`config.mk`:
```
export PLATFORM = sky130hd
export DESIGN_NAME = trap_entry_ctrl
export DESIGN_NICKNAME = d
export VERILOG_FILES = /design/src/rtl/trap_entry_pkg.sv /design/src/rtl/irq_pending.sv /design/src/rtl/trap_arbiter.sv /design/src/rtl/mode_state.sv /design/src/rtl/trap_entry_ctrl.sv
export SDC_FILE = /design/constraint.sdc
export NUM_CORES = 1
export LEC_CHECK = 0
export ABC_AREA = 1
export BUFFER_PORTS_ARGS = -buffer_cell sky130_fd_sc_hd__buf_2
export CAP_MARGIN = 25
export CORE_MARGIN = 2
export CORE_UTILIZATION = 45
export CTS_BUF_LIST = sky130_fd_sc_hd__clkbuf_4 sky130_fd_sc_hd__clkbuf_8
export CTS_CLUSTER_SIZE = 30
export DETAILED_ROUTE_END_ITERATION = 10
export GPL_TIMING_DRIVEN = 0
export PLACE_DENSITY_LB_ADDON = 0.1
export SLEW_MARGIN = 10
export SYNTH_ARGS = -nofsm -noshare
export SYNTH_HDL_FRONTEND = slang
export SYNTH_HIERARCHICAL = 1
export SYNTH_SLANG_ARGS = --single-unit
```
`constraint.sdc`:
```
create_clock -name clk -period 6.8 [get_ports clk]
set_clock_uncertainty 0.2 [all_clocks]
set_input_delay 2.04 -clock clk [delete_from_list [all_inputs] [get_ports clk]]
set_output_delay 2.04 -clock clk [all_outputs]
set_load 0.05 [all_outputs]
```
`src/rtl/trap_entry_pkg.sv`:
```
package trap_entry_pkg;

  typedef enum logic [2:0] {
    EV_NONE   = 3'd0,
    EV_DEBUG  = 3'd1,
    EV_NESTED = 3'd2,
    EV_EXC    = 3'd3,
    EV_REFILL = 3'd4,
    EV_IRQ    = 3'd5
  } entry_kind_e;

  localparam int CAUSE_INT        = 0;
  localparam int CAUSE_FETCH_ADDR = 8;
  localparam int CAUSE_MEM_ADDR   = 9;

  // Highest set bit of a 32-bit word; 0 when the word is empty.
  function automatic int unsigned top_index(input logic [31:0] word);
    int unsigned r;
    r = 0;
    for (int i = 0; i < 32; i++) begin
      if (word[i]) r = i;
    end
    return r;
  endfunction

  // Offset of a vectored handler from its base.
  function automatic logic [31:0] vec_offset(input logic [31:0] code,
                                             input logic [31:0] spacing);
    return code * spacing;
  endfunction

endpackage

```
`src/rtl/irq_pending.sv`:
```
module irq_pending #(
  parameter int NUM_IRQ = 13,
  localparam int IDX_W = (NUM_IRQ > 1) ? $clog2(NUM_IRQ) : 1
) (
  input  logic               clk,
  input  logic               rst_n,
  input  logic [NUM_IRQ-1:0] lines,
  input  logic [NUM_IRQ-1:0] lie,
  output logic [NUM_IRQ-1:0] pending,
  output logic               any_pend,
  output logic               any_en,
  output logic [IDX_W-1:0]   win_idx
);
  import trap_entry_pkg::*;

  logic [NUM_IRQ-1:0] masked;
  logic [31:0]        masked32;

  always_ff @(posedge clk or negedge rst_n) begin
    if (!rst_n) pending <= '0;
    else        pending <= lines;
  end

  assign masked   = pending & lie;
  assign masked32 = 32'(masked);
  assign any_pend = |pending;
  assign any_en   = |masked;
  assign win_idx  = IDX_W'(top_index(masked32));

  p_winner_enabled_r4: assert property (@(posedge clk) disable iff (!rst_n)
    any_en |-> (pending[win_idx] && lie[win_idx]));

  p_request_tracks_lines_r2: assert property (@(posedge clk) disable iff (!rst_n)
    $past(rst_n) |-> (any_pend == (|$past(lines))));

endmodule

```
`src/rtl/trap_arbiter.sv`:
```
module trap_arbiter #(
  parameter int PC_W     = 32,
  parameter int CODE_W   = 7,
  parameter int VS_W     = 3,
  parameter int IDX_W    = 4,
  parameter int EXT_BASE = 64,
  parameter int DBG_OFF  = 'h480
) (
  input  logic                        brk_valid,
  input  logic                        bus_err_valid,
  input  logic                        bus_err_fetch,
  input  logic                        exc_valid,
  input  logic [CODE_W-1:0]           exc_code,
  input  logic                        exc_refill,
  input  logic                        ie,
  input  logic                        dbg,
  input  logic                        any_en,
  input  logic [IDX_W-1:0]            win_idx,
  input  logic [VS_W-1:0]             vs,
  input  logic [PC_W-1:0]             eentry_base,
  input  logic [PC_W-1:0]             refill_base,
  output trap_entry_pkg::entry_kind_e kind,
  output logic [CODE_W-1:0]           code,
  output logic [PC_W-1:0]             target
);
  import trap_entry_pkg::*;

  logic [31:0] irq_code;
  logic [31:0] berr_code;

  assign irq_code  = 32'(EXT_BASE) + 32'(win_idx);
  assign berr_code = bus_err_fetch ? 32'(CAUSE_FETCH_ADDR) : 32'(CAUSE_MEM_ADDR);

  always_comb begin
    kind   = EV_NONE;
    code   = '0;
    target = eentry_base;
    if (brk_valid) begin
      kind   = dbg ? EV_NESTED : EV_DEBUG;
      target = eentry_base + PC_W'(DBG_OFF);
    end else if (bus_err_valid) begin
      kind   = EV_EXC;
      code   = CODE_W'(berr_code);
      target = eentry_base + PC_W'(vec_offset(berr_code, 32'(vs)));
    end else if (exc_valid) begin
      code = exc_code;
      if (exc_refill) begin
        kind   = EV_REFILL;
        target = refill_base;
      end else begin
        kind   = EV_EXC;
        target = eentry_base + PC_W'(vec_offset(32'(exc_code), 32'(vs)));
      end
    end else if (ie && !dbg && any_en) begin
      kind   = EV_IRQ;
      code   = CODE_W'(CAUSE_INT);
      target = eentry_base + PC_W'(vec_offset(irq_code, 32'(vs)));
    end
  end

endmodule

```
`src/rtl/mode_state.sv`:
```
module mode_state #(
  parameter int              PC_W     = 32,
  parameter int              CODE_W   = 7,
  parameter int              VS_W     = 3,
  parameter int              NUM_IRQ  = 13,
  parameter logic [PC_W-1:0] RESET_PC = 32'h1C00_0000
) (
  input  logic                        clk,
  input  logic                        rst_n,
  input  trap_entry_pkg::entry_kind_e kind,
  input  logic [CODE_W-1:0]           code,
  input  logic [PC_W-1:0]             target,
  input  logic [PC_W-1:0]             cur_pc,
  input  logic                        wr_en,
  input  logic [1:0]                  wr_plv,
  input  logic                        wr_ie,
  input  logic                        wr_da,
  input  logic                        wr_pg,
  input  logic [NUM_IRQ-1:0]          wr_lie,
  input  logic [VS_W-1:0]             wr_vs,
  output logic                        redirect_valid,
  output logic [PC_W-1:0]             redirect_pc,
  output logic [1:0]                  plv,
  output logic                        ie,
  output logic                        da,
  output logic                        pg,
  output logic [NUM_IRQ-1:0]          lie,
  output logic [VS_W-1:0]             vs,
  output logic [1:0]                  pplv,
  output logic                        pie,
  output logic [PC_W-1:0]             era,
  output logic [CODE_W-1:0]           ecode,
  output logic [1:0]                  rf_pplv,
  output logic                        rf_pie,
  output logic [PC_W-1:0]             rf_era,
  output logic [PC_W-1:0]             dera,
  output logic                        dbg,
  output logic                        nested
);
  import trap_entry_pkg::*;

  logic ord_entry;
  logic rf_entry;
  logic dbg_entry;
  logic any_entry;

  assign ord_entry = (kind == EV_EXC) || (kind == EV_IRQ);
  assign rf_entry  = (kind == EV_REFILL);
  assign dbg_entry = (kind == EV_DEBUG);
  assign any_entry = ord_entry || rf_entry || dbg_entry;

  always_ff @(posedge clk or negedge rst_n) begin
    if (!rst_n) begin
      redirect_valid <= 1'b0;
      redirect_pc    <= RESET_PC;
      plv     <= '0;
      ie      <= 1'b0;
      da      <= 1'b1;
      pg      <= 1'b0;
      lie     <= '0;
      vs      <= '0;
      pplv    <= '0;
      pie     <= 1'b0;
      era     <= '0;
      ecode   <= '0;
      rf_pplv <= '0;
      rf_pie  <= 1'b0;
      rf_era  <= '0;
      dera    <= '0;
      dbg     <= 1'b0;
      nested  <= 1'b0;
    end else begin
      redirect_valid <= any_entry;
      if (any_entry) redirect_pc <= target;
      if (wr_en) begin
        plv <= wr_plv;
        ie  <= wr_ie;
        da  <= wr_da;
        pg  <= wr_pg;
        lie <= wr_lie;
        vs  <= wr_vs;
      end
      if (ord_entry) begin
        pplv  <= plv;
        pie   <= ie;
        era   <= cur_pc;
        ecode <= code;
      end
      if (rf_entry) begin
        rf_pplv <= plv;
        rf_pie  <= ie;
        rf_era  <= cur_pc;
        da      <= 1'b1;
        pg      <= 1'b0;
      end
      if (ord_entry || rf_entry) begin
        plv <= '0;
        ie  <= 1'b0;
      end
      if (dbg_entry) begin
        dera <= cur_pc;
        dbg  <= 1'b1;
      end
      if (kind == EV_NESTED) nested <= 1'b1;
    end
  end

  p_entry_drops_mode_r6: assert property (@(posedge clk) disable iff (!rst_n)
    (ord_entry || rf_entry) |=> (plv == 2'd0 && !ie && redirect_valid));

  p_refill_direct_r7: assert property (@(posedge clk) disable iff (!rst_n)
    rf_entry |=> (da && !pg && $stable(ecode)));

  p_debug_sticky_r8: assert property (@(posedge clk) disable iff (!rst_n)
    dbg |=> dbg);

  p_nested_quiet_r9: assert property (@(posedge clk) disable iff (!rst_n)
    (kind == EV_NESTED) |=> (!redirect_valid && nested && $stable(dera)));

endmodule

```
`src/rtl/trap_entry_ctrl.sv`:
```
module trap_entry_ctrl #(
  parameter int              PC_W     = 32,
  parameter int              CODE_W   = 7,
  parameter int              VS_W     = 3,
  parameter int              NUM_IRQ  = 13,
  parameter int              EXT_BASE = 64,
  parameter int              DBG_OFF  = 'h480,
  parameter logic [PC_W-1:0] RESET_PC = 32'h1C00_0000
) (
  input  logic               clk,
  input  logic               rst_n,
  input  logic [NUM_IRQ-1:0] irq_lines,
  input  logic               csr_wr_en,
  input  logic [1:0]         csr_wr_plv,
  input  logic               csr_wr_ie,
  input  logic               csr_wr_da,
  input  logic               csr_wr_pg,
  input  logic [NUM_IRQ-1:0] csr_wr_lie,
  input  logic [VS_W-1:0]    csr_wr_vs,
  input  logic [PC_W-1:0]    eentry_base,
  input  logic [PC_W-1:0]    refill_base,
  input  logic [PC_W-1:0]    cur_pc,
  input  logic               exc_valid,
  input  logic [CODE_W-1:0]  exc_code,
  input  logic               exc_refill,
  input  logic               bus_err_valid,
  input  logic               bus_err_fetch,
  input  logic               brk_valid,
  output logic               redirect_valid,
  output logic [PC_W-1:0]    redirect_pc,
  output logic               hard_irq_req,
  output logic [NUM_IRQ-1:0] irq_pending,
  output logic [NUM_IRQ-1:0] lie_mask,
  output logic [VS_W-1:0]    vec_space,
  output logic [1:0]         mode_plv,
  output logic               mode_ie,
  output logic               mode_da,
  output logic               mode_pg,
  output logic [1:0]         prev_plv,
  output logic               prev_ie,
  output logic [PC_W-1:0]    exc_ra,
  output logic [CODE_W-1:0]  exc_cause,
  output logic [1:0]         rf_prev_plv,
  output logic               rf_prev_ie,
  output logic [PC_W-1:0]    rf_ra,
  output logic [PC_W-1:0]    dbg_ra,
  output logic               dbg_active,
  output logic               dbg_nested
);
  import trap_entry_pkg::*;

  localparam int IDX_W = (NUM_IRQ > 1) ? $clog2(NUM_IRQ) : 1;

  logic              any_en;
  logic [IDX_W-1:0]  win_idx;
  entry_kind_e       kind;
  logic [CODE_W-1:0] code;
  logic [PC_W-1:0]   target;
  logic              irq_fire;

  irq_pending #(.NUM_IRQ(NUM_IRQ)) u_pend (
    .clk      (clk),
    .rst_n    (rst_n),
    .lines    (irq_lines),
    .lie      (lie_mask),
    .pending  (irq_pending),
    .any_pend (hard_irq_req),
    .any_en   (any_en),
    .win_idx  (win_idx)
  );

  trap_arbiter #(
    .PC_W(PC_W), .CODE_W(CODE_W), .VS_W(VS_W), .IDX_W(IDX_W),
    .EXT_BASE(EXT_BASE), .DBG_OFF(DBG_OFF)
  ) u_arb (
    .brk_valid     (brk_valid),
    .bus_err_valid (bus_err_valid),
    .bus_err_fetch (bus_err_fetch),
    .exc_valid     (exc_valid),
    .exc_code      (exc_code),
    .exc_refill    (exc_refill),
    .ie            (mode_ie),
    .dbg           (dbg_active),
    .any_en        (any_en),
    .win_idx       (win_idx),
    .vs            (vec_space),
    .eentry_base   (eentry_base),
    .refill_base   (refill_base),
    .kind          (kind),
    .code          (code),
    .target        (target)
  );

  mode_state #(
    .PC_W(PC_W), .CODE_W(CODE_W), .VS_W(VS_W), .NUM_IRQ(NUM_IRQ),
    .RESET_PC(RESET_PC)
  ) u_mode (
    .clk            (clk),
    .rst_n          (rst_n),
    .kind           (kind),
    .code           (code),
    .target         (target),
    .cur_pc         (cur_pc),
    .wr_en          (csr_wr_en),
    .wr_plv         (csr_wr_plv),
    .wr_ie          (csr_wr_ie),
    .wr_da          (csr_wr_da),
    .wr_pg          (csr_wr_pg),
    .wr_lie         (csr_wr_lie),
    .wr_vs          (csr_wr_vs),
    .redirect_valid (redirect_valid),
    .redirect_pc    (redirect_pc),
    .plv            (mode_plv),
    .ie             (mode_ie),
    .da             (mode_da),
    .pg             (mode_pg),
    .lie            (lie_mask),
    .vs             (vec_space),
    .pplv           (prev_plv),
    .pie            (prev_ie),
    .era            (exc_ra),
    .ecode          (exc_cause),
    .rf_pplv        (rf_prev_plv),
    .rf_pie         (rf_prev_ie),
    .rf_era         (rf_ra),
    .dera           (dbg_ra),
    .dbg            (dbg_active),
    .nested         (dbg_nested)
  );

  assign irq_fire = (kind == EV_IRQ);

  p_irq_gated_r3: assert property (@(posedge clk) disable iff (!rst_n)
    irq_fire |-> (mode_ie && !dbg_active && ((irq_pending & lie_mask) != '0)));

  p_sync_over_irq_r11: assert property (@(posedge clk) disable iff (!rst_n)
    (exc_valid || bus_err_valid || brk_valid) |-> !irq_fire);

endmodule

```
Yosys cells after proc, flatten, opt, wreduce, memory -nomap -nowiden
Index checks and enable logic that the tools add are counted.
{"block": "totals", "memories": 0, "mem_bits_rw": 0, "rom_bits": 0, "out_inout_bits": 179, "reg_bits": 178, "latchBits": 0, "word_cells": 78, "in_bits": 145}
{"block": "classes", "bitwise_logic": 1, "div_mod_pow": 0, "n_eq_ne": 5, "addsub": 5, "n_mux": 35, "n_shift": 0, "n_lt_le_gt_ge": 0, "n_reduce_logical": 10, "mul": 3}
{"op": "2-to-1 mux 32 bit", "n": 5}
{"op": "adder 32 bit", "n": 2}
{"op": "multiplier 32 x 3 -> 32 bit", "n": 2}
{"op": "2-to-1 mux 4 bit", "n": 10}
{"op": "adder 32 x 10 -> 32 bit", "n": 1}
{"op": "adder 32 x 11 -> 32 bit, second input constant", "n": 1}
{"op": "OR reduction 13 bit", "n": 2}
{"op": "2-to-1 mux 7 bit", "n": 3}
{"op": "2-to-1 mux 3 bit", "n": 5}
{"op": "AND 13 bit", "n": 1}
{"op": "multiplier 7 x 3 -> 10 bit", "n": 1}
{"op": "adder 7 x 4 -> 8 bit, first input constant", "n": 1}
{"op": "2-to-1 mux 1 bit", "n": 8}
{"op": "2-to-1 mux 2 bit", "n": 4}
{"op": "equality test 3 x 2 -> 1 bit, second input constant", "n": 2}
{"op": "equality test 3 bit, second input constant", "n": 2}
{"op": "nonzero test 2 bit", "n": 2}
{"op": "equality test 3 x 1 -> 1 bit, second input constant", "n": 1}
{"op": "logical OR 1 bit", "n": 3}
{"op": "logical AND 1 bit", "n": 2}
{"op": "logical NOT 1 bit", "n": 1}

Longest topological paths before layout
{"block": "logic_depth", "word_depth": 20, "depth_mapped": 33, "depth_no_buf": 33}

Modules after synthesis
Netlist, hierarchy kept.
{"module": "mode_state", "seq_area_each_um2": 4134.0, "n_inst": 1, "area_each_um2": 6480.0, "cells_per_inst": 690}
{"module": "trap_arbiter", "seq_area_each_um2": 0.0, "n_inst": 1, "area_each_um2": 5579.1, "cells_per_inst": 1090}
{"module": "irq_pending", "seq_area_each_um2": 325.3, "n_inst": 1, "area_each_um2": 545.5, "cells_per_inst": 60}

Least setup slack after synthesis
OpenSTA, ideal clock, no wires.
{"block": "synth_path", "kind": "input port to flip-flop", "start": "input port exc_code[2]", "end": "register u_mode.redirect_pc[13]", "t_arrival_ps": 4737, "cell_stages": 21, "slack_ps": 1744, "path_buffers": 0, "t_required_ps": 6481, "path_cell_list": "nand2_1 inv_1 fa_1 inv_1 fa_1 inv_1 ha_1 nand2_1 nand2_1 nor2_1 inv_1 nand2_1 nand3_1 nor2_1 nor2_1 nand2_1 nand2_1 o21ai_0 o21ai_0 nand3_1 nand2_1"}
{"block": "synth_via", "elab_chain_len": 6}
{"item": "start: declaration", "line_no": "trap_entry_ctrl.sv:24", "rtl": "input logic [CODE_W-1:0] exc_code,"}
{"item": "multiplier 7 x 3 -> 10 bit", "line_no": "trap_entry_pkg.sv:29", "rtl": "return code * spacing;"}
{"item": "adder 32 x 10 -> 32 bit", "line_no": "trap_arbiter.sv:52", "rtl": "target = eentry_base + PC_W'(vec_offset(32'(exc_code), 32'(vs)));"}
{"item": "2-to-1 mux 32 bit", "line_no": "trap_arbiter.sv:47", "rtl": "if (exc_refill) begin"}
{"item": "2-to-1 mux 32 bit", "line_no": "trap_arbiter.sv:45", "rtl": "end else if (exc_valid) begin"}
{"item": "2-to-1 mux 32 bit", "line_no": "trap_arbiter.sv:41", "rtl": "end else if (bus_err_valid) begin"}
{"item": "2-to-1 mux 32 bit", "line_no": "trap_arbiter.sv:38", "rtl": "if (brk_valid) begin"}
{"item": "via target[13]", "line_no": "trap_entry_ctrl.sv:58", "rtl": "logic [PC_W-1:0] target;"}
{"item": "end signal: assignment", "line_no": "mode_state.sv:74", "rtl": "if (any_entry) redirect_pc <= target;"}
{"item": "end: declaration", "line_no": "mode_state.sv:22", "rtl": "output logic [PC_W-1:0] redirect_pc,"}
The timed path passes the listed nets, and every way through them passes these cells.
A chain may end at the register's enable or synchronous reset.

Worst setup path after layout
{"block": "layout_path", "start": "input port exc_code[1]", "end": "register u_mode.redirect_pc[21]"}
Same word-level chain as after synthesis.

==> impl_metrics.ini <==
[global_route]
grt_overflow_total = 0
grt_pass1_vias = 12800
track_usage_pct = 31.2
antenna_violations_before_repair = 1
first_pass_grt_wire_length_um = 70400
grt_max_degree = 98

[setup_path]
worstSetupStartpointType = input port
timing.critical_path.required_ps = 7010
cell_family_contributing_the_most_delay_on_the_critical_path = simple AND/OR/NAND/NOR gates
path_buf_inv = 5
critical_path_class = input port to register
worstPathMaxFanout = 9
cp_cell_sequence = buf_2 > nand2_1 > inv_1 > fa_1 > inv_1 > fa_1 > inv_1 > ha_1 > nand2_1 > nor2_1 > nor2_1 > inv_1 > nand2_1 > nand3_1 > nand2_1 > xor2_1 > nand2_1 > nand3b_1 > nand3_1 > nand2_1 > nand3_1 > nand2_1
crit_top_cell = nand2_1
worst_ep_arrival_time_ps = 5580
critPathMaxStageDelay_ps = 530
cpMaxStageDelayCell = fa_1
end_kind = register

[finish]
post_route_cells_drive_above_1_share_pct = 21.0
fin_nets = 2381
layout_common_cells = nand2_1 (583), buf_2 (364), inv_1 (245)
most_common_library_cell_in_the_layout_ignoring_fill_and_taps = nand2_1
final.fill_count = 2879
layout_overhead_on_the_synthesized_area_pct = 19.8
post-route-util_pct = 54.5
stdcell_count = 2566

[power_and_ir_drop]
vdd.ir_drop.worst_mv = 0.118
power_density_mw_per_mm2 = 243
totalPowerFinal_mw = 3.67
power_leakage_nw = 8.54

[logic_synthesis]
netlist.area_leader.share_pct = 34.5
synth-adder-area-share_pct = 7.50
synth_area_per_cell_um2 = 6.85
leading_area_contributor_after_synthesis = dfrtp_1
synth.mux.area_fraction_pct = 0
synth_fp_nets = 2048
postSynthCellCount = 1840
simple_gate_portion_of_the_synthesized_area_pct = 34.6
compound_gate_portion_of_the_synthesized_area_pct = 10.5
ys_dominant_reg_cell = dfrtp_1
synth_top_family_by_area = simple AND/OR/NAND/NOR gates
synth_seq_area_share_pct = 35.4
synth-warning-count = 6
synth_enable_flop_cells = 0
syn-cell-area_mm2 = 0.0126
synthTopCellsByArea = dfrtp_1 (35%), nand2_1 (17%), nand3_1 (8.1%)
synth_cell_types = 48
postSynthRegisterBits = 178
synth_xor_xnor_area_share_pct = 1.18
ys_async_sr_fraction_pct = 100

[sta]
final.min_clock_period_ps = 5380
layout_worst_path_cycle_share_pct = 79.1
achievable-frequency_ghz = 0.186
max_transition_margin_pct = 40.9
slew_viol_final = 0
worst-slew-pin-transition_ps = 887
grt_setup_unrepaired = no
setup_viol = 0
totalNegativeSetupSlack_ps = 0
final_hold_vio_count = 0

[clocking]
tritoncts = yes
worstSkewPairLatency_ps = 460
cts.htree.levels = 4
postCtsSetupBuffers = 0
cts.reportedPaths.clkPinSlew_ps = 100
postCtsResizedCells = 0
cts_root_buffer = clkbuf_8
cts_inserted_buffers = 17
clock_sinks = 178
ctsLongestPathBuffers = 2
cts_hold_buffers = 0

[placed_design]
gp_routability_congestion = 0.965
post-place-cells = 2532
dpl.hpwl_um = 36200
port-buffer-count = 312

[die]
die_width_um = 171
start_util_pct = 45.5
die_y_um = 171
row_count = 61
number_of_top_level_pins = 324
core-area_mm2 = 0.0277
die_area_mm2 = 0.0294

[outcome]
run_status = finished clean

[routing]
drt-wirelength-per-cell_um = 18.0
vias = 13700
drt_first_iter_violations = 1243
routed_via_density = 5.32
detail_route.drc_violations = 0
dr.pass1.iters = 8
detailed_route_wire_length_um = 46100
route.antenna.remaining_nets = 0

[hold_path]
min-delay-path-class = register to register

[job]
max_cap_viol = 0
==> Yosys cell counts, drive strengths merged (2+ instances only) <==
cell,number
o21bai,6
nand3,207
a22oi,3
nand3b,9
nor2,99
nor3,10
nor4,2
a21oi,58
xor2,16
nand4,59
dfstp,4
dfrtp,174
o211ai,8
o21ai,158
clkbuf,31
inv,255
buf,58
a31oi,7
ha,42
nand2,601
fa,21
a21o,2
==> flip-flops by register name, summed over array words and instances (netlist names) <==
signal and cells:
u_mode/dera 32, u_mode/era 32, u_mode/redirect_pc 32, u_mode/rf_era 32
u_mode/lie 13, u_pend/pending 13, u_mode/ecode 7, u_mode/vs 3
u_mode/plv 2, u_mode/pplv 2, u_mode/rf_pplv 2, u_mode/da 1
u_mode/dbg 1, u_mode/ie 1, u_mode/nested 1, u_mode/pg 1
u_mode/pie 1, u_mode/redirect_valid 1, u_mode/rf_pie 1
==> stage by stage <==
step	worst slack (ps)	instance area [µm²]	hold WS (ps)
3_5_place_dp	1040	14700	251
4_1_cts	1540	15100	267
5_1_grt	1270	15100	286
3_3_place_gp	607	14600	250
2_1_floorplan	1740	12600	373
6_report	1420	15100	264
==> where the power goes <==
group,internal (mW),total (mW),switching [mW]
logic,0.406,1.65,1.24
registers,1.22,1.32,0.0992
clock network,0.282,0.708,0.426
==> metal layers <==
layer,GRT usage (%),vias to the layer above,part of all wire (%)
li1,-,6584,-
met1,42.3,6357,44
met2,48.5,621,44
met3,7.04,99,8.4
met4,12.7,0,4.0
met5,0,-,0
==> worst min-delay path: cells and delay by family, from the launching register on <==
family / cells / cell delay [ps]
DFF: 1 / 380
and+or+nand+nor: 2 / 90
==> worst paths after layout <==
kind | start | to | slack, ps | cells past startpoint
max in group asynchronous | rst_n | u_mode/da | 4140 | 3
hold reg to reg | u_mode/redirect_pc[28] | u_mode/redirect_pc[28] | 260 | 2
min in group asynchronous | rst_n | u_mode/rf_era[11] | 1190 | 1
hold / removal | u_mode/redirect_pc[28] | u_mode/redirect_pc[28] | 260 | 2
setup / recovery | exc_code[1] | u_mode/redirect_pc[21] | 1420 | 22
setup reg to reg | u_pend/pending[2] | u_mode/redirect_pc[27] | 2110 | 29
==> cell type report <==
type                    count  area (µm²)  area share [%]
multi-input cells        1317        6770            44.9
flip-flops and latches    178        4460            29.5
plain buffers              89         408            2.70
clock buffers              18         248            1.64
diodes                      2        5.00          0.0332
inverters                 256         963            6.38
repair buffers            314        1630            10.8
well taps                 378         473            3.13
clock inverters            14         139           0.920
==> kinds of logic after synthesis <==
kind of cell | count (synthesis)
AOI/OAI and AO/OA | 247
xor gates and xnor gates | 17
adders and majority gates | 63
buffers and inverters | 345
DFF | 178
and+or+nand+nor | 990
(Power assumes the default switching activity.)
